[config.mk]
export PLATFORM = sky130hd
export DESIGN_NAME = spn64_core
export DESIGN_NICKNAME = d
export VERILOG_FILES = /design/src/rtl/spn64_pkg.sv /design/src/rtl/spn64_sbox_layer.sv /design/src/rtl/spn64_perm_layer.sv /design/src/rtl/spn64_round.sv /design/src/rtl/spn64_seq.sv /design/src/rtl/spn64_core.sv
export SDC_FILE = /design/constraint.sdc
export NUM_CORES = 1
export LEC_CHECK = 0
export ABC_CLOCK_PERIOD_IN_PS = 2950
export BUFFER_PORTS_ARGS = -buffer_cell sky130_fd_sc_hd__buf_4
export CAP_MARGIN = 20
export CORE_UTILIZATION = 40
export CTS_BUF_LIST = sky130_fd_sc_hd__clkbuf_8
export DETAILED_ROUTE_END_ITERATION = 7
export PLACE_DENSITY = 0.67
export SLEW_MARGIN = 20
export SYNTH_ARGS = -nofsm -noshare
export SYNTH_HDL_FRONTEND = slang
export SYNTH_HIERARCHICAL = 1
export SYNTH_SLANG_ARGS = --single-unit
[constraint.sdc]
create_clock -name clk -period 2.95 [get_ports clk]
set_input_delay 0.59 -clock clk [delete_from_list [all_inputs] [get_ports clk]]
set_output_delay 0.59 -clock clk [all_outputs]
set_load 0.01 [all_outputs]
[src/rtl/spn64_pkg.sv]
// Package: shared constants and the two fixed mappings of the cipher.
// Assumes a 64-bit state split into 4-bit nibbles, nibble k at bits 4k+3:4k.
package spn64_pkg;

    localparam int BLOCK_W = 64;
    localparam int NIB_W   = 4;
    localparam int NIBBLES = BLOCK_W / NIB_W;

    // Substitute one nibble through the fixed 4-bit mapping.
    function automatic logic [NIB_W-1:0] sbox4(input logic [NIB_W-1:0] x);
        logic [NIB_W-1:0] y;
        case (x)
            4'h0: y = 4'hC;  4'h1: y = 4'h5;  4'h2: y = 4'h6;  4'h3: y = 4'hB;
            4'h4: y = 4'h9;  4'h5: y = 4'h0;  4'h6: y = 4'hA;  4'h7: y = 4'hD;
            4'h8: y = 4'h3;  4'h9: y = 4'hE;  4'hA: y = 4'hF;  4'hB: y = 4'h8;
            4'hC: y = 4'h4;  4'hD: y = 4'h7;  4'hE: y = 4'h1;  default: y = 4'h2;
        endcase
        return y;
    endfunction

    // Destination bit of source bit b in the permutation layer.
    function automatic int perm_dst(input int b);
        if (b == BLOCK_W - 1) return b;
        return (b * NIBBLES) % (BLOCK_W - 1);
    endfunction

endpackage

[src/rtl/spn64_sbox_layer.sv]
// Substitution layer: sixteen copies of the 4-bit mapping, one per nibble.
// Purely combinational; assumes nibble k sits at bits 4k+3:4k.
module spn64_sbox_layer
    import spn64_pkg::*;
(
    input  logic [BLOCK_W-1:0] din_i,
    output logic [BLOCK_W-1:0] dout_o
);

    // One substitution box per nibble position.
    for (genvar n = 0; n < NIBBLES; n++) begin : g_nib
        assign dout_o[n*NIB_W +: NIB_W] = sbox4(din_i[n*NIB_W +: NIB_W]);
    end

endmodule

[src/rtl/spn64_perm_layer.sv]
// Permutation layer: fixed wiring that moves every state bit to its
// destination; no logic gates, only routing.
module spn64_perm_layer
    import spn64_pkg::*;
(
    input  logic [BLOCK_W-1:0] din_i,
    output logic [BLOCK_W-1:0] dout_o
);

    // Route each source bit to its computed destination.
    for (genvar b = 0; b < BLOCK_W; b++) begin : g_bit
        localparam int DST = perm_dst(b);
        assign dout_o[DST] = din_i[b];
    end

endmodule

[src/rtl/spn64_round.sv]
// One full round: key mixing, substitution, permutation.
// Combinational; the caller registers the result once per clock.
module spn64_round
    import spn64_pkg::*;
(
    input  logic [BLOCK_W-1:0] state_i,
    input  logic [BLOCK_W-1:0] key_i,
    output logic [BLOCK_W-1:0] state_o
);

    logic [BLOCK_W-1:0] mixed;
    logic [BLOCK_W-1:0] subst;

    // Key mixing ahead of the substitution layer.
    assign mixed = state_i ^ key_i;

    spn64_sbox_layer u_sbox (
        .din_i  (mixed),
        .dout_o (subst)
    );

    spn64_perm_layer u_perm (
        .din_i  (subst),
        .dout_o (state_o)
    );

endmodule

[src/rtl/spn64_seq.sv]
// Sequencer: tracks the key index of the running operation, accepts start
// only when idle and raises a one-cycle done pulse after the whitening step.
// Assumes synchronous active-low reset held for at least one edge.
module spn64_seq #(
    parameter  int NUM_ROUNDS = 31,
    localparam int IDX_W      = $clog2(NUM_ROUNDS + 2)
) (
    input  logic             clk,
    input  logic             rst_n,
    input  logic             start_i,
    output logic             load_o,
    output logic             step_o,
    output logic             fin_o,
    output logic             busy_o,
    output logic             done_o,
    output logic [IDX_W-1:0] idx_o
);

    localparam logic [IDX_W-1:0] LAST_RND = IDX_W'(NUM_ROUNDS);
    localparam logic [IDX_W-1:0] WHT_IDX  = IDX_W'(NUM_ROUNDS + 1);

    logic             busy_q;
    logic             done_q;
    logic [IDX_W-1:0] idx_q;

    // Decode the current cycle's action from the state.
    assign load_o = start_i && !busy_q;
    assign step_o = busy_q && (idx_q <= LAST_RND);
    assign fin_o  = busy_q && (idx_q == WHT_IDX);

    // Advance the index and busy flag; register the done pulse.
    always_ff @(posedge clk) begin
        if (!rst_n) begin
            busy_q <= 1'b0;
            done_q <= 1'b0;
            idx_q  <= '0;
        end else begin
            done_q <= fin_o;
            if (load_o) begin
                busy_q <= 1'b1;
                idx_q  <= IDX_W'(1);
            end else if (fin_o) begin
                busy_q <= 1'b0;
                idx_q  <= '0;
            end else if (busy_q) begin
                idx_q  <= idx_q + IDX_W'(1);
            end
        end
    end

    assign busy_o = busy_q;
    assign done_o = done_q;
    assign idx_o  = idx_q;

    AST_LOAD_IDX: assert property (@(posedge clk) disable iff (!rst_n)
        (start_i && !busy_o) |=> (busy_o && idx_o == IDX_W'(1)));
    AST_IDX_STEP: assert property (@(posedge clk) disable iff (!rst_n)
        (busy_o && idx_o != WHT_IDX) |=> (busy_o && idx_o == $past(idx_o) + IDX_W'(1)));
    AST_IDX_RANGE: assert property (@(posedge clk) disable iff (!rst_n)
        busy_o |-> (idx_o >= IDX_W'(1) && idx_o <= WHT_IDX));
    AST_IDX_IDLE: assert property (@(posedge clk) disable iff (!rst_n)
        !busy_o |-> (idx_o == '0));
    AST_LAST_FINISH: assert property (@(posedge clk) disable iff (!rst_n)
        (busy_o && idx_o == WHT_IDX) |=> (done_o && !busy_o));
    AST_DONE_PULSE: assert property (@(posedge clk) disable iff (!rst_n)
        done_o |=> !done_o);
    AST_START_IGNORED: assert property (@(posedge clk) disable iff (!rst_n)
        (busy_o && start_i && idx_o != WHT_IDX) |=> (busy_o && idx_o == $past(idx_o) + IDX_W'(1)));

endmodule

[src/rtl/spn64_core.sv]
// Top: iterative 64-bit substitution-permutation encryption core.
// One round per clock, then a whitening cycle; round keys are requested
// through rnd_idx_o and must be answered on rkey_i in the same cycle.
module spn64_core
    import spn64_pkg::*;
#(
    parameter  int NUM_ROUNDS = 31,
    localparam int IDX_W      = $clog2(NUM_ROUNDS + 2)
) (
    input  logic               clk,
    input  logic               rst_n,
    input  logic               start_i,
    input  logic [BLOCK_W-1:0] ptext_i,
    input  logic [BLOCK_W-1:0] rkey_i,
    output logic [IDX_W-1:0]   rnd_idx_o,
    output logic               busy_o,
    output logic               done_o,
    output logic [BLOCK_W-1:0] ctext_o
);

    logic               load;
    logic               step;
    logic               fin;
    logic [BLOCK_W-1:0] state_q;
    logic [BLOCK_W-1:0] round_out;
    logic [BLOCK_W-1:0] ctext_q;

    spn64_seq #(.NUM_ROUNDS(NUM_ROUNDS)) u_seq (
        .clk     (clk),
        .rst_n   (rst_n),
        .start_i (start_i),
        .load_o  (load),
        .step_o  (step),
        .fin_o   (fin),
        .busy_o  (busy_o),
        .done_o  (done_o),
        .idx_o   (rnd_idx_o)
    );

    spn64_round u_round (
        .state_i (state_q),
        .key_i   (rkey_i),
        .state_o (round_out)
    );

    // Hold the cipher state: load plaintext, then one round per clock.
    always_ff @(posedge clk) begin
        if (!rst_n)    state_q <= '0;
        else if (load) state_q <= ptext_i;
        else if (step) state_q <= round_out;
    end

    // Capture the whitened result once, on the final cycle.
    always_ff @(posedge clk) begin
        if (!rst_n)   ctext_q <= '0;
        else if (fin) ctext_q <= state_q ^ rkey_i;
    end

    assign ctext_o = ctext_q;

    AST_STATE_LOAD: assert property (@(posedge clk) disable iff (!rst_n)
        (start_i && !busy_o) |=> (state_q == $past(ptext_i)));
    AST_CT_HOLD: assert property (@(posedge clk) disable iff (!rst_n)
        !done_o |-> $stable(ctext_o));
    AST_DONE_IDLE: assert property (@(posedge clk) disable iff (!rst_n)
        done_o |-> !busy_o);

endmodule

==> impl_metrics.json, run 1 <==
{
  "layout_setup_ws_ps": 527.6,
  "syn_nets": 1247,
  "boundaryPins": 203,
  "fmaxAchievable_mhz": 412.8,
  "status": "finished clean",
  "whs_endpoint": "u_seq/busy_o$_SDFFE_PN0P_",
  "register_area_mm2": 0.002723,
  "syn_inst": 1034,
  "end_kind": "flip-flop",
  "final_cell_mix": "buf_4 (212), dfxtp_1 (136), ha_1 (82), o21ai_0 (81), xnor2_1 (79)",
  "whs_path_depth": 3,
  "post_cts_resized": 0,
  "hp-class": "input pin to flip-flop",
  "final_util": 0.4765,
  "drc_errors": 0,
  "grtUsageTotal": 0.1936,
  "wl_per_cell_um": 17.17,
  "synth.top_cell.area_share": 0.2618,
  "cts_buffers": 17,
  "rows": 58,
  "syn_area_mm2": 0.01040,
  "synth_cell_types": 37,
  "period_minus_slack_ps": 2422,
  "fin_area_mm2": 0.01207,
  "setup_tns_ps": 0,
  "die_area_mm2": 0.02665,
  "final-hold-violation-count": 0,
  "die_h_um": 163.2,
  "dr.pass1.iters": 5,
  "yosys_warnings": 6,
  "rsz0062_at_grt": "false",
  "critPathMaxFanout": 6,
  "cp.arrival_ps": 2770,
  "core-area_mm2": 0.02533,
  "clk_latency_ps": 450,
  "grt_pass1_wl_mm": 39.56,
  "rr_worst_depth": 6,
  "synthTopCellsByArea": "dfxtp_1 (26%), ha_1 (9.9%), mux2_4 (8.7%)",
  "grt_max_degree": 130,
  "min_period_over_period": 0.8211,
  "setup_viol": 0,
  "clk_pin_slew_worst_paths_ps": 90,
  "cts_tree": "yes",
  "htree_levels": 4,
  "cellPowerDensity_mw_per_mm2": 521.0,
  "start_util": 0.4106,
  "vias": 7420,
  "finalPower_mw": 6.288,
  "cts_sinks": 136,
  "avgSynthCellArea_um2": 10.06,
  "diodes": 0,
  "synth_top_area_cell": "dfxtp_1",
  "overflow": 0,
  "hp-start": "start_i",
  "ys_seq_area_frac": 0.2618,
  "layout_commonest_cell": "buf_4",
  "num-fill-cells": 2392,
  "antenna_left": 0,
  "place.gp.congestion": 0.8159,
  "criticalPathCategory": "flip-flop to flip-flop",
  "routed_wl_mm": 25.50,
  "area_growth_pct": 16.05,
  "ff2ff_setup_slack_ps": 530,
  "post_cts_buffers": 0,
  "drt_iter0_markers": 371,
  "place_area_mm2": 0.01164,
  "cap_violations": 0,
  "worst_slew_pin_slew_ps": 671.2,
  "hold_buffers": 0,
  "port_buffers": 202,
  "via_per_inst": 4.997,
  "peakVddDrop_mv": 0.2691,
  "nNetsFinal": 1355,
  "critPathLaunchType": "flip-flop",
  "r2r_start": "state_q[4]$_SDFFE_PN0P_",
  "antenna_found_initial": 0,
  "dpl.hpwl_mm": 19.07,
  "multi_input_area_mm2": 0.006585,
  "cts_buffer_depth": 2,
  "clock_skew_ps": 14.49,
  "slew_headroom": 0.5510,
  "r2r_end": "state_q[33]$_SDFFE_PN0P_",
  "drive_gt1_frac": 0.3056,
  "grt_pass1_vias": 7145,
  "slew_violations": 0,
  "p_leak_nw": 5.932,
  "clockRootBuffer": "clkbuf_8",
  "post-place-ws_ps": 234.1,
  "required_ps": 3300,
  "synth-seq-cells": 136,
  "die_width_um": 163.2
}
-- cell type report --
type	instances	area share
clock buffer	18	0.02053
clock inverter	14	0.01452
inverter	51	0.01597
multi-input combinational	717	0.5457
sequential	136	0.2256
tap	330	0.03421
timing repair buffer	219	0.1435
-- registers in the layout, summed over array words and instances, names as in the netlist --
name,count
state_q,64
ctext_o,64
u_seq/busy_o,1
u_seq/idx_o,6
u_seq/done_o,1
-- metal layers --
| layer | vias to the layer above | GRT usage | routed length [um] |
|---|---|---|---|
| met1 | 3497 | 0.2616 | 11980 |
| met4 | 0 | 0.05820 | 491 |
| met5 | - | 0 | 0 |
| met2 | 177 | 0.3076 | 11660 |
| met3 | 22 | 0.04012 | 1363 |
| li1 | 3724 | - | - |
-- cell families (layout without fill, tap and decap cells) --
group	count (synthesis)	after routing	synth area share
xor+xnor	146	146	0.1230
buf+inv	181	302	0.1064
flops	136	136	0.2618
mux	113	113	0.1768
fa+ha+maj	82	82	0.09866
simple gates	115	115	0.06425
compound gates	261	261	0.1692
-- per-stage QoR --
| step | std cells | hold slack [ps] |
|---|---|---|
| floorplan | 1034 | 540.8 |
| global placement | 1453 | 507.5 |
| detailed placement | 1453 | 513.3 |
| CTS | 1485 | 350.6 |
| global route | 1485 | 404.4 |
| finish | 1485 | 387.5 |
-- report_power, final --
| part | switching, mW | internal, mW | leakage [nW] |
|---|---|---|---|
| clock | 0.824 | 0.864 | 0.199 |
| sequential | 0.149 | 1.95 | 1.11 |
| combinational | 1.17 | 1.33 | 4.62 |
| total | 2.14 | 4.15 | 5.93 |
-- how the worst max path moves through the flow --
stage | startpoint | to
2_1_floorplan | rkey_i[16] | state_q[36]$_SDFFE_PN0P_
3_3_place_gp | rkey_i[32] | state_q[40]$_SDFFE_PN0P_
3_5_place_dp | rkey_i[32] | state_q[40]$_SDFFE_PN0P_
4_1_cts | state_q[32]$_SDFFE_PN0P_ | state_q[40]$_SDFFE_PN0P_
5_1_grt | state_q[24]$_SDFFE_PN0P_ | state_q[6]$_SDFFE_PN0P_
6_report | state_q[4]$_SDFFE_PN0P_ | state_q[33]$_SDFFE_PN0P_
-- worst max-delay path: stages (launching register included) --
cell,delay (ps)
dfxtp_1,410
xor2_1,460
inv_1,150
ha_1,370
mux4_2,480
mux2_4,260
o211a_1,190
-- synthesized netlist by cell type (all sizes together) --
master,instances
dfxtp,136
nand4,2
o311ai,1
xor2,67
mux2,65
nor2,38
a211oi,16
nand2b,34
a21o,15
inv,51
a21oi,65
ha,82
or3,1
clkbuf,30
buf,100
and2,1
o21a,16
mux2i,16
nor3,1
nand4bb,1
or2b,33
mux4,32
nor2b,1
xnor2,79
o21ai,83
o211a,64
o211ai,1
nand2,3
Power figures use the tool's default switching activity.
==> run 2: changes to the inputs <==
--- a/config.mk
+++ b/config.mk
@@ -5,7 +5,7 @@
 export SDC_FILE = /design/constraint.sdc
 export NUM_CORES = 1
 export LEC_CHECK = 0
-export ABC_CLOCK_PERIOD_IN_PS = 2950
+export ABC_CLOCK_PERIOD_IN_PS = 2500
 export BUFFER_PORTS_ARGS = -buffer_cell sky130_fd_sc_hd__buf_4
 export CAP_MARGIN = 20
 export CORE_UTILIZATION = 40
==> constraint.sdc (replaced) <==
create_clock -name clk -period 2.5 [get_ports clk]
set_input_delay 0.5 -clock clk [delete_from_list [all_inputs] [get_ports clk]]
set_output_delay 0.5 -clock clk [all_outputs]
set_load 0.01 [all_outputs]
==> run 2 against run 1 <==
  * Design area rose by 3.7%
  * Sequential power up 18%
  * Fmax increased by 7.1%
  * Final cell count rose by 3.4%
  * Sequential share of layout area is 0.80 points lower
  * Sequential cell count did not move
  * Critical path type unchanged
  * Largest power group unchanged
  * Highest routed layer is now met5
==> impl_metrics.json, run 2 (synthesis gave the netlist of run 1 again) <==
{
  "diodes": 0,
  "rsz0062_at_grt": "false",
  "die_h_um": 163.2,
  "wl_per_cell_um": 17.34,
  "nNetsFinal": 1405,
  "via_per_inst": 5.067,
  "hp-start": "start_i",
  "layout_commonest_cell": "buf_4",
  "cts_tree": "yes",
  "clk_pin_slew_worst_paths_ps": 100,
  "dpl.hpwl_mm": 20.18,
  "cts_sinks": 136,
  "critPathMaxFanout": 5,
  "whs_endpoint": "u_seq/busy_o$_SDFFE_PN0P_",
  "cts_buffers": 17,
  "post_cts_resized": 0,
  "switching_share": 0.3355,
  "finalHoldWorstSlack_ps": 308.2,
  "die_width_um": 163.2,
  "p_leak_nw": 6.205,
  "vias": 7778,
  "grtUsageTotal": 0.2035,
  "highest_layer": "met5",
  "cap_violations": 0,
  "p_switching_mw": 2.618,
  "clk_latency_ps": 460,
  "r2r_start": "state_q[49]$_SDFFE_PN0P_",
  "whs_path_depth": 3,
  "period_minus_slack_ps": 2262,
  "fmaxAchievable_mhz": 442.1,
  "post_cts_buffers": 0,
  "slew_violations": 0,
  "dr_wl_met3_mm": 1.402,
  "num-fill-cells": 2348,
  "min_period_over_period": 0.9049,
  "place.gp.congestion": 0.8500,
  "ff2ff_setup_slack_ps": 240,
  "end_kind": "flip-flop",
  "grt_pass1_vias": 7671,
  "setup_tns_ps": 0,
  "area_growth_pct": 20.31,
  "dr_wl_met2_mm": 12.41,
  "r2r_end": "state_q[44]$_SDFFE_PN0P_",
  "antenna_found_initial": 1,
  "cts_buffer_depth": 2,
  "clock_skew_ps": 17.73,
  "required_ps": 2840,
  "grt_max_degree": 64,
  "p_seq_frac": 0.316,
  "status": "finished clean",
  "start_util": 0.4106,
  "clockRootBuffer": "clkbuf_8",
  "rr_worst_depth": 6,
  "cp.arrival_ps": 2610,
  "die_area_mm2": 0.02665,
  "hold_buffers": 0,
  "dr.pass1.iters": 6,
  "grt_pass1_wl_mm": 41.68,
  "p_comb_frac": 0.408,
  "boundaryPins": 203,
  "critPathLaunchType": "flip-flop",
  "routed_wl_mm": 26.62,
  "drive_gt1_frac": 0.3353,
  "internal_power_mw": 5.185,
  "p_clk_frac": 0.276,
  "antenna_left": 0,
  "overflow": 0,
  "final-hold-violation-count": 0,
  "drt_iter0_markers": 361,
  "peakVddDrop_mv": 0.3128,
  "final_cell_mix": "buf_4 (259), dfxtp_1 (136), ha_1 (82), o21ai_0 (81), xnor2_1 (79)",
  "rows": 58,
  "core-area_mm2": 0.02533,
  "port_buffers": 202,
  "drc_errors": 0,
  "slew_headroom": 0.5609,
  "worst_slew_pin_slew_ps": 656.4,
  "criticalPathCategory": "flip-flop to flip-flop",
  "htree_levels": 4,
  "cellPowerDensity_mw_per_mm2": 623.7,
  "hp-class": "input pin to flip-flop",
  "setup_viol": 0,
  "wl_met1_mm": 12.37
}
[run 2: area by class of cell]
| class | instances | area (um2) | share of cell area |
|---|---|---|---|
| multi-input cells | 717 | 6585 | 0.5264 |
| repair buffers | 269 | 2145 | 0.1714 |
| clock buffers | 19 | 261.5 | 0.02090 |
| clock inverters | 13 | 191.4 | 0.01530 |
| flip-flops and latches | 136 | 2723 | 0.2176 |
| inverters | 51 | 192.7 | 0.01540 |
| well taps | 330 | 412.9 | 0.03300 |
[run 2: stage by stage]
stage	setup WS [ps]	total power, mW	instance area, um2	instances	utilization
after floorplan	118.0	5.245	10400	1034	-
after global placement	63.68	5.642	12060	1503	0.4761
after detailed placement	-18.67	5.703	12060	1503	0.4761
after CTS	219.1	7.902	12510	1535	0.4940
after global routing	82.32	8.290	12510	1535	0.4940
final	237.9	7.803	12510	1535	0.4940
[run 2: how the worst max path moves through the flow]
stage | startpoint | endpoint | slack (ps) | cells past startpoint
detailed placement | rkey_i[61] | state_q[47]$_SDFFE_PN0P_ | -20 | 7
finish | state_q[49]$_SDFFE_PN0P_ | state_q[44]$_SDFFE_PN0P_ | 240 | 6
CTS | state_q[61]$_SDFFE_PN0P_ | state_q[47]$_SDFFE_PN0P_ | 220 | 6
global route | state_q[61]$_SDFFE_PN0P_ | state_q[47]$_SDFFE_PN0P_ | 80 | 6
global placement | rkey_i[61] | state_q[47]$_SDFFE_PN0P_ | 60 | 7
floorplan | rkey_i[16] | state_q[36]$_SDFFE_PN0P_ | 120 | 7
[run 2: critical path: stages (launching register included)]
cell     delay (ps)
dfxtp_1         420
xor2_1          360
inv_1           130
ha_1            340
mux4_2          460
mux2_4          260
o211a_1         190
[run 2: layer usage]
metal	up-vias	track usage
li1	3834	-
met1	3696	0.2667
met2	218	0.3342
met3	28	0.04342
met4	2	0.05777
met5	-	0
[run 2: power by group through the flow]
stage | registers [mW] | logic, mW | clock network (mW)
3_3_place_gp | 2.52 | 3.13 | 0
3_5_place_dp | 2.52 | 3.18 | 0
6_report | 2.47 | 3.18 | 2.15
2_1_floorplan | 2.47 | 2.77 | 0
5_1_grt | 2.49 | 3.47 | 2.33
4_1_cts | 2.47 | 3.21 | 2.23
==> run 3: changes to the inputs <==
--- a/config.mk
+++ b/config.mk
@@ -5,7 +5,7 @@
 export SDC_FILE = /design/constraint.sdc
 export NUM_CORES = 1
 export LEC_CHECK = 0
-export ABC_CLOCK_PERIOD_IN_PS = 2500
+export ABC_CLOCK_PERIOD_IN_PS = 2300
 export BUFFER_PORTS_ARGS = -buffer_cell sky130_fd_sc_hd__buf_4
 export CAP_MARGIN = 20
 export CORE_UTILIZATION = 40
==> constraint.sdc (replaced) <==
create_clock -name clk -period 2.3 [get_ports clk]
set_input_delay 0.46 -clock clk [delete_from_list [all_inputs] [get_ports clk]]
set_output_delay 0.46 -clock clk [all_outputs]
set_load 0.01 [all_outputs]
==> run 3 against run 2 <==
  * First-iteration DRC count shrank 1.4%
  * Fmax up 6.6%
  * Global-route usage rose by 0.11 points
  * Design area rose by 2.3%
  * Non-clock buffer count rose by 34
  * Combinational power is 14% higher
  * Wire length grew 1.4%
  * Critical path depth unchanged
  * Setup slack got worse by 60 ps
  * Critical endpoint is now state_q[47]$_SDFFE_PN0P_
==> impl_metrics.json, run 3 (synthesis gave the netlist of run 1 again) <==
{
  "r2r_start": "state_q[61]$_SDFFE_PN0P_",
  "cts_tree": "yes",
  "required_ps": 2640,
  "final_cell_mix": "buf_4 (297), dfxtp_1 (136), ha_1 (82), o21ai_0 (80), xnor2_1 (79)",
  "critPathMaxFanout": 3,
  "layout_commonest_cell": "buf_4",
  "end_kind": "flip-flop",
  "register_area_mm2": 0.002723,
  "place.gp.congestion": 0.8950,
  "post-place-ws_ps": -73.50,
  "final-hold-violation-count": 0,
  "grt_pass1_wl_mm": 41.73,
  "switching_share": 0.3366,
  "hp-class": "input pin to flip-flop",
  "status": "finished clean",
  "p_seq_frac": 0.316,
  "nNetsFinal": 1439,
  "drt_iter0_markers": 356,
  "rr_worst_depth": 6,
  "boundaryPins": 203,
  "min_period_over_period": 0.9227,
  "drc_errors": 0,
  "hold_buffers": 0,
  "area_growth_pct": 23.04,
  "diodes": 0,
  "die_area_mm2": 0.02665,
  "p_leak_nw": 6.365,
  "overflow": 0,
  "p_comb_frac": 0.429,
  "post_cts_buffers": 0,
  "r2r_end": "state_q[47]$_SDFFE_PN0P_",
  "dr.pass1.iters": 4,
  "die_h_um": 163.2,
  "grtUsageTotal": 0.2046,
  "clk_pin_slew_worst_paths_ps": 80,
  "wl_per_cell_um": 17.20,
  "p_clk_frac": 0.255,
  "cp.arrival_ps": 2460,
  "core-area_mm2": 0.02533,
  "finalPower_mw": 8.487,
  "setup_viol": 0,
  "grt_pass1_vias": 7812,
  "grt_max_degree": 81,
  "num-fill-cells": 2329,
  "peakVddDrop_mv": 0.3790,
  "antenna_left": 0,
  "slew_headroom": 0.6057,
  "cts_buffers": 17,
  "clk_latency_ps": 450,
  "period_minus_slack_ps": 2122,
  "antenna_found_initial": 0,
  "multi_input_area_mm2": 0.006698,
  "cap_violations": 0,
  "drive_gt1_frac": 0.3656,
  "via_per_inst": 4.956,
  "port_buffers": 202,
  "fmaxAchievable_mhz": 471.2,
  "hp-start": "start_i",
  "ff2ff_setup_slack_ps": 180,
  "rows": 58,
  "die_width_um": 163.2,
  "vias": 7776,
  "cts_buffer_depth": 2,
  "internal_power_mw": 5.630,
  "whs_path_depth": 3,
  "start_util": 0.4106,
  "cts_sinks": 136,
  "p_switching_mw": 2.857,
  "htree_levels": 4,
  "routed_wl_mm": 26.98,
  "critPathLaunchType": "flip-flop",
  "worst_slew_pin_slew_ps": 589.5,
  "criticalPathCategory": "flip-flop to flip-flop",
  "cellPowerDensity_mw_per_mm2": 663.3,
  "layout_setup_ws_ps": 177.8,
  "rsz0062_at_grt": "false",
  "slew_violations": 0,
  "whs_endpoint": "u_seq/busy_o$_SDFFE_PN0P_",
  "clock_skew_ps": 16.19,
  "clockRootBuffer": "clkbuf_8",
  "dpl.hpwl_mm": 20.38
}
run 3: cell types whose count changed in the layout (fill, tap and decap cells not counted):
cell        previous run  this run
o21ai_0               81        80
clkinv_4               1         2
clkbuf_8              19        22
xor2_1                67        52
buf_4                259       297
clkinv_2               2         4
inv_6                  4         1
o21ai_1                2         3
clkinvlp_4             3         2
xor2_2                 0        15
buf_12                10         6
bufinv_16              4         2
run 3: power by group through the flow:
stage	logic [mW]	clock network (mW)	registers [mW]
final	3.64	2.16	2.68
after global routing	3.98	2.33	2.70
after CTS	3.68	2.23	2.68
after detailed placement	3.65	0	2.74
after global placement	3.59	0	2.73
after floorplan	3.02	0	2.70
run 3: routing by layer:
layer,global-route usage,wire length [um],up-vias
met2,0.3451,13020,147
met1,0.2609,12280,3725
li1,-,-,3884
met4,0.05565,357,0
met3,0.04495,1325,20
met5,0,0,-
run 3: worst max-delay path, cell delays in order, from the launching register on:
cell and delay (ps):
dfxtp_1 390, xor2_1 280, inv_1 100, ha_1 330, mux4_2 470, mux2_4 260
o211a_1 200
run 3: cell type report:
type                       count  area share
multi-input combinational    717      0.5235
sequential                   136      0.2128
timing repair buffer         303      0.1836
tap                          330     0.03227
clock buffer                  22     0.02367
inverter                      51     0.01506
clock inverter                10    0.009094
run 3: worst max-delay path by stage:
stage                              from                       end  slack, ps
3_3_place_gp                 rkey_i[24]   state_q[6]$_SDFFE_PN0P_        -10
3_5_place_dp                 rkey_i[24]   state_q[6]$_SDFFE_PN0P_        -70
2_1_floorplan                rkey_i[24]  state_q[38]$_SDFFE_PN0P_         10
4_1_cts        state_q[24]$_SDFFE_PN0P_   state_q[6]$_SDFFE_PN0P_        100
5_1_grt        state_q[24]$_SDFFE_PN0P_   state_q[6]$_SDFFE_PN0P_         40
6_report       state_q[61]$_SDFFE_PN0P_  state_q[47]$_SDFFE_PN0P_        180
run 3: timing repair:
action                                 4_1_cts  5_1_grt
gates resized for setup                      0        1
endpoints found under the hold margin        0        0
setup endpoints to repair                    0        1
run 3: metrics by stage:
stage	area, um2	util	hold WS (ps)	setup TNS (ps)	std cells
finish	12790	0.5052	251.0	0	1569
global route	12790	0.5052	255.9	0	1569
CTS	12790	0.5052	207.6	0	1569
detailed placement	12380	0.4886	516.2	-147.3	1537
global placement	12380	0.4886	506.6	-14.10	1537
floorplan	10510	-	540.8	0	1034
